[src/rtl/sidly_cal.sv]
module sidly_cal #(
  parameter int            AW        = 16,
  parameter int            DW        = 16,
  parameter logic [AW-1:0] TEST_ADDR = 'hBC0A,
  parameter logic [DW-1:0] PATTERN   = 'h5AA5,
  parameter int            TMO       = 16
) (
  input  logic          clk,
  input  logic          rst_n,
  input  logic          start,
  output logic          done,
  output logic          err,
  output logic [1:0]    dly_code,
  output logic [AW-1:0] rd_addr,
  output logic          rd_req,
  input  logic          rd_ack,
  input  logic [DW-1:0] rd_data,
  output logic [3:0]    pass_mask
);
  localparam int CW = $clog2(TMO + 1);
  localparam logic [CW-1:0] CNT_LAST = CW'(TMO - 1);

  typedef enum logic [1:0] {S_IDLE, S_SET, S_READ, S_PICK} st_t;
  st_t st;
  logic [CW-1:0] cnt;
  logic [1:0] pick;
  logic pick_ok;
  logic give_up;

  assign rd_req  = (st == S_READ);
  assign rd_addr = TEST_ADDR;
  assign give_up = (cnt == CNT_LAST);

  always_comb begin
    pick_ok = 1'b1;
    pick    = 2'd0;
    unique case (pass_mask)
      4'b0001, 4'b0011:                   pick = 2'd0;
      4'b0010, 4'b0110, 4'b0111, 4'b1111: pick = 2'd1;
      4'b0100, 4'b1110:                   pick = 2'd2;
      4'b1000, 4'b1100:                   pick = 2'd3;
      default:                            pick_ok = 1'b0;
    endcase
  end

  always_ff @(posedge clk or negedge rst_n) begin
    if (!rst_n) begin
      st        <= S_IDLE;
      cnt       <= '0;
      dly_code  <= 2'd0;
      pass_mask <= 4'd0;
      done      <= 1'b0;
      err       <= 1'b0;
    end else begin
      done <= 1'b0;
      case (st)
        S_IDLE: if (start) begin
          pass_mask <= 4'd0;
          dly_code  <= 2'd0;
          err       <= 1'b0;
          st        <= S_SET;
        end
        S_SET: begin
          cnt <= '0;
          st  <= S_READ;
        end
        S_READ: begin
          if (rd_ack || give_up) begin
            if (rd_ack && rd_data == PATTERN) pass_mask[dly_code] <= 1'b1;
            if (dly_code == 2'd3) st <= S_PICK;
            else begin
              dly_code <= dly_code + 2'd1;
              st       <= S_SET;
            end
          end else begin
            cnt <= cnt + 1'b1;
          end
        end
        default: begin
          done <= 1'b1;
          st   <= S_IDLE;
          if (pick_ok) dly_code <= pick;
          else         err      <= 1'b1;
        end
      endcase
    end
  end


  req_hold_chk: assert property (@(posedge clk) disable iff (!rst_n)
    (rd_req && !rd_ack && !give_up) |=> rd_req);


  tmo_bound_chk: assert property (@(posedge clk) disable iff (!rst_n)
    cnt <= CNT_LAST);


  code_steady_chk: assert property (@(posedge clk) disable iff (!rst_n)
    (rd_req && !rd_ack && !give_up) |=> $stable(dly_code));


  done_pulse_chk: assert property (@(posedge clk) disable iff (!rst_n)
    done |=> !done);


  err_sticky_chk: assert property (@(posedge clk) disable iff (!rst_n)
    (err && !start) |=> err);


  idle_hold_chk: assert property (@(posedge clk) disable iff (!rst_n)
    (st == S_IDLE && !start) |=> $stable(dly_code));
endmodule

[config.mk]
export PLATFORM = sky130hd
export DESIGN_NAME = sidly_cal
export DESIGN_NICKNAME = d
export VERILOG_FILES = /design/src/rtl/sidly_cal.sv
export SDC_FILE = /design/constraint.sdc
export NUM_CORES = 1
export LEC_CHECK = 0
export BUFFER_PORTS_ARGS = -buffer_cell sky130_fd_sc_hd__buf_4
export CAP_MARGIN = 5
export CORE_UTILIZATION = 40
export CTS_CLUSTER_DIAMETER = 60
export CTS_CLUSTER_SIZE = 14
export DETAILED_ROUTE_END_ITERATION = 7
export PLACE_DENSITY = 0.72
export SYNTH_ARGS = -nofsm -noshare
export SYNTH_HDL_FRONTEND = slang
export SYNTH_SLANG_ARGS = --single-unit
[constraint.sdc]
create_clock -name clk -period 4.47 [get_ports clk]
set_input_delay 0.894 -clock clk [delete_from_list [all_inputs] [get_ports clk]]
set_output_delay 0.894 -clock clk [all_outputs]
set_load 0.02 [all_outputs]
=== Yosys cells after proc, flatten, opt, wreduce, memory -nomap -nowiden ===
Cells that the tools add are included.

* Register bits after elaboration: 15
* Bits of input ports: 20

* Add/sub/neg operators: 2
* Order comparisons: 2
* Eq/ne operators: 21
* Mux-type cells: 23
* Bitwise operators: 3
* Reduce and logical (&&, ||, !) cells: 18

{| class="wikitable"
|+ Operators by type and width
! operator !! count
|-
| one-hot mux 2 bit (3 select lines) || 3
|-
| == test 16 x 15 -> 1 bit (second input constant) || 1
|-
| == test 4 bit (second input constant) || 4
|-
| 2-to-1 mux 2 bit || 7
|-
| == test 4 x 3 -> 1 bit (second input constant) || 3
|-
| 2-to-1 mux 4 bit || 3
|-
| one-hot mux 5 bit (2 select lines) || 1
|-
| OR reduction 10 bit || 1
|-
| == test 4 x 2 -> 1 bit (second input constant) || 2
|-
| one-hot mux 4 bit (2 select lines) || 1
|-
| != test 2 x 1 -> 1 bit (second input constant) || 3
|-
| != test 2 bit (second input constant) || 3
|-
| OR reduction 2 bit || 3
|-
| adder 5 x 1 -> 5 bit (second input constant) || 1
|-
| == test 5 x 4 -> 1 bit (second input constant) || 1
|-
| 2-to-1 mux 1 bit || 5
|-
| 2-to-1 mux 5 bit || 1
|-
| AND reduction 5 bit || 1
|-
| == test 2 bit (second input constant) || 2
|-
| == test 4 x 1 -> 1 bit (second input constant) || 1
|-
| OR 4 bit || 1
|-
| AND reduction 2 bit || 2
|-
| AND reduction 4 bit || 1
|-
| nonzero test 2 bit || 2
|-
| other kinds (14) || 16
|}

=== Depth between registers and ports, before layout ===
* Depth after elaboration: 8
* Gate-level depth with buffers: 7

=== Worst setup path before layout ===
Ideal clock, no wire load.

* Path kind: flip-flop to flip-flop
* From: register cnt[0]
* To: register dly_code[0]
* Setup time: 125 ps
* Arrival time: 1834 ps
* Required time: 4345 ps
* Path slack: 2511 ps
* Cell stages (with the launch flop): 8
* Clock period less this slack: 1959 ps
* Cells stage by stage: dfrtp_1 -> ha_1 -> and3_1 -> ha_1 -> nor2_1 -> a21o_1 -> a211oi_2 -> mux2_4

* Word-level cells in the longest chain between the ends: 4

{| class="wikitable"
|+ RTL lines
! what !! line !! source
|-
| start: declaration || 25 || <nowiki>logic [CW-1:0] cnt;</nowiki>
|-
| start signal: assignment || 76 || <nowiki>cnt <= cnt + 1'b1;</nowiki>
|-
| == test 5 x 4 -> 1 bit || 32 || <nowiki>assign give_up = (cnt == CNT_LAST);</nowiki>
|-
| logical OR 1 bit || 68 || <nowiki>if (rd_ack || give_up) begin</nowiki>
|-
| != test 2 x 1 -> 1 bit (no source line) || - ||
|-
| AND reduction 5 bit (no source line) || - ||
|-
| end signal: assignment || 72 || <nowiki>dly_code <= dly_code + 2'd1;</nowiki>
|-
| end signal: assignment || 82 || <nowiki>if (pick_ok) dly_code <= pick;</nowiki>
|-
| end: declaration || 13 || <nowiki>output logic [1:0] dly_code,</nowiki>
|}

No other way between the ends.
A chain may end at the register's enable or synchronous reset.

=== Worst setup path after layout ===
* From: register st[0]
* To: output port rd_req

* Word-level cells in the longest chain between the ends: 1

{| class="wikitable"
|+ RTL lines
! what !! line !! source
|-
| start: declaration || 24 || <nowiki>st_t st;</nowiki>
|-
| start signal: assignment || 48 || <nowiki>st <= S_IDLE;</nowiki>
|-
| start signal: assignment || 61 || <nowiki>st <= S_SET;</nowiki>
|-
| start signal: assignment || 65 || <nowiki>st <= S_READ;</nowiki>
|-
| == test 2 bit || 30 || <nowiki>assign rd_req = (st == S_READ);</nowiki>
|-
| end: declaration || 15 || <nowiki>output logic rd_req,</nowiki>
|}

No other way between the ends.

==> summary.txt <==
result of the run - complete, no violations
Initial DRC Count - 15
Mapped Cells - 112
sequential area share after synthesis - 34.2%
Mapped Area - 0.00110 mm2
# setup viols final - 0
PwrDens - 441 mW/mm2
clock tree sinks - 15
Worst Hold Class - primary input to async pin
Syn Area/Cell - 9.80 um2
Die Span X - 54.4 um
worst path buffer plus inverter count - 2
first-pass GRT wire length - 3260 um
CTS Buf Count - 3
io pins - 45
peak supply drop - 0.000187 V
fin nets - 171
final wirelength - 2160 um
min Tclk post-route - 2.50 ns
Core Footprint - 0.00254 mm2
Final Hold Viols - 0
via count - 854
WS Path Type - register to output port
internal power - 329 uW
net switching power - 243 uW
total power - 571 uW
final worst-path cycle share - 55.9%
most frequent cells in the layout - 28 x buf_4, 16 x conb_1, 15 x dfrtp_1, 10 x ha_1
# resized after CTS - 0
Max stage delay cell, worst path - ha_1
diode count - 0
Routed Antenna Nets - 0
count of hold-fix buffers inserted at cts - 0
Post-Route Utilization - 50.9%
DR DRC count - 0
Crit path required time - 3.58 ns
FMAX - 400 MHz
most common cell after layout, fill and taps aside - buf_4
final worst setup slack - 1.97 ns
Leak - 0.684 nW
vias per inst - 5.02
largest net degree at the start of global routing - 21
H-tree depth - 1
Final Instance Area - 0.00129 mm2
placed cell area - 0.00127 mm2
routed len/inst - 12.7 um
crit path cell chain - inv_1 > ha_1 > buf_4
Setup Skew - 0.00287 ns
number of global-route vias before repair - 757
detailed placer's ending HPWL - 1690 um
clock network power share - 13.6%
crit-path max cell delay - 0.56 ns
area grow syn2layout - 18.0%
Site Rows - 18
pre-CTS setup slack - 2.28 ns
CP max FO - 20
post-CTS setup buffer count - 0
synthesis-stage register bit count - 15
gpl congestion - 0.769
Final Hold Slack - 0.450 ns
worst-skew pair later-pin latency - 0.28 ns
GRT overflow - 0
Setup TNS - 0 ns
Non-Filler Instances - 170
Distinct cells, synth - 38
Relative slew margins - 58.5%
delay-heaviest family, CP - adder cells
Die Ht - 54.4 um
Switching Fraction - 42.5%
WP data arrival - 1.61 ns
CTS Root Cell - clkbuf_4
Comb pwr share - 50.9%
Die Area - 0.00296 mm2
CTS max path bufs - 2
Worst Tran Pin Value - 0.623 ns
Port Buffers - 28
share of post-route cells with drive strength above 1 - 26.4%
number of max-cap violations - 0
CP startpoint kind - register
TritonCTS clock tree - done
max-slew violation count - 0
total track usage - 15.6%
initial antenna violation count - 0
drt pass-1 iters - 4
RSZ-0062 raised after global routing - false
Initial Util - 43.1%
sequential share of power - 35.5%
CP Capture Type - output port
yosys warns - 0
clock-pin transition on the worst setup and hold timing paths - 0.09 ns
Placed Cells - 166
Reg2Reg Setup Slack - 2.32 ns
## metal layers
layer	up-vias	global-route usage, %	wire length (um)
met4	0	7.69	39
met3	4	2.78	167
met1	388	19.4	915
li1	420	-	-
met2	42	25.8	1040
met5	-	0	0
## sequential cells by signal, indices dropped and copies added (netlist names)
signal,cells
cnt,5
st,2
err,1
dly_code,2
pass_mask,4
done,1
## cells in the mapped netlist
cell	number	area [um2]
a22oi_1	1	7.51
nand2b_1	3	18.8
a211o_1	1	8.76
a221o_1	1	10.0
o31ai_1	1	7.51
nand3b_1	1	7.51
o21ai_0	4	20.0
or3_1	1	6.26
dfrtp_1	15	375
nor4bb_1	4	40.0
nor3_2	1	10.0
mux2_2	1	11.3
mux2i_1	1	10.0
buf_4	16	120
nor3_1	1	5.00
a21oi_1	2	10.0
inv_1	7	26.3
a211oi_2	1	12.5
o211ai_1	1	7.51
and4_1	1	8.76
a22o_1	5	43.8
a21o_1	4	30.0
xor2_1	2	17.5
nand3_1	2	10.0
and3_1	1	6.26
ha_1	10	125
buf_1	1	3.75
o211ai_2	1	12.5
nor3b_1	2	15.0
nor2_1	4	15.0
conb_1	2	7.51
nand4_1	1	6.26
mux2_4	1	15.0
buf_2	1	5.00
or4_4	1	11.3
xnor2_1	2	17.5
nor2b_1	1	6.26
nand2_1	7	26.3
## path summary, 6_finish.rpt
check / start / end / cells past startpoint
worst max-delay path: st[0] / rd_req / 3
worst min-delay path: rst_n / cnt[4] / 1
worst max register to register: st[0] / pass_mask[3] / 6
worst min register to register: cnt[4] / cnt[4] / 2
max in group asynchronous: rst_n / cnt[3] / 1
min in group clk: cnt[4] / cnt[4] / 2
## layout make-up
type                       count  area, um2
inverter                       7       26.3
multi-input combinational     86        619
fill                         256       1250
tap                           30       37.5
timing repair buffer          28        210
sequential                    15        375
clock buffer                   4       26.3
## power groups by stage
stage / clock (mW) / sequential, mW / combinational [mW]
3_3_place_gp: 0 / 0.202 / 0.284
2_1_floorplan: 0 / 0.214 / 0.210
3_5_place_dp: 0 / 0.205 / 0.292
6_report: 0.0778 / 0.203 / 0.291
5_1_grt: 0.0884 / 0.208 / 0.321
4_1_cts: 0.0822 / 0.203 / 0.294
## kinds of logic (layout without fill, tap and decap cells)
kind of cell,Yosys count,after routing,share of synthesized area (%)
adders and majority gates,10,10,11.4
muxes,3,3,3.31
AOI/OAI and AO/OA,22,22,15.5
and+or+nand+nor,31,31,17.6
xor gates and xnor gates,4,4,3.19
buffers and inverters,25,39,14.1
other,2,16,0.684
DFF,15,15,34.2
Note: power is estimated with default switching activity, not from simulation.
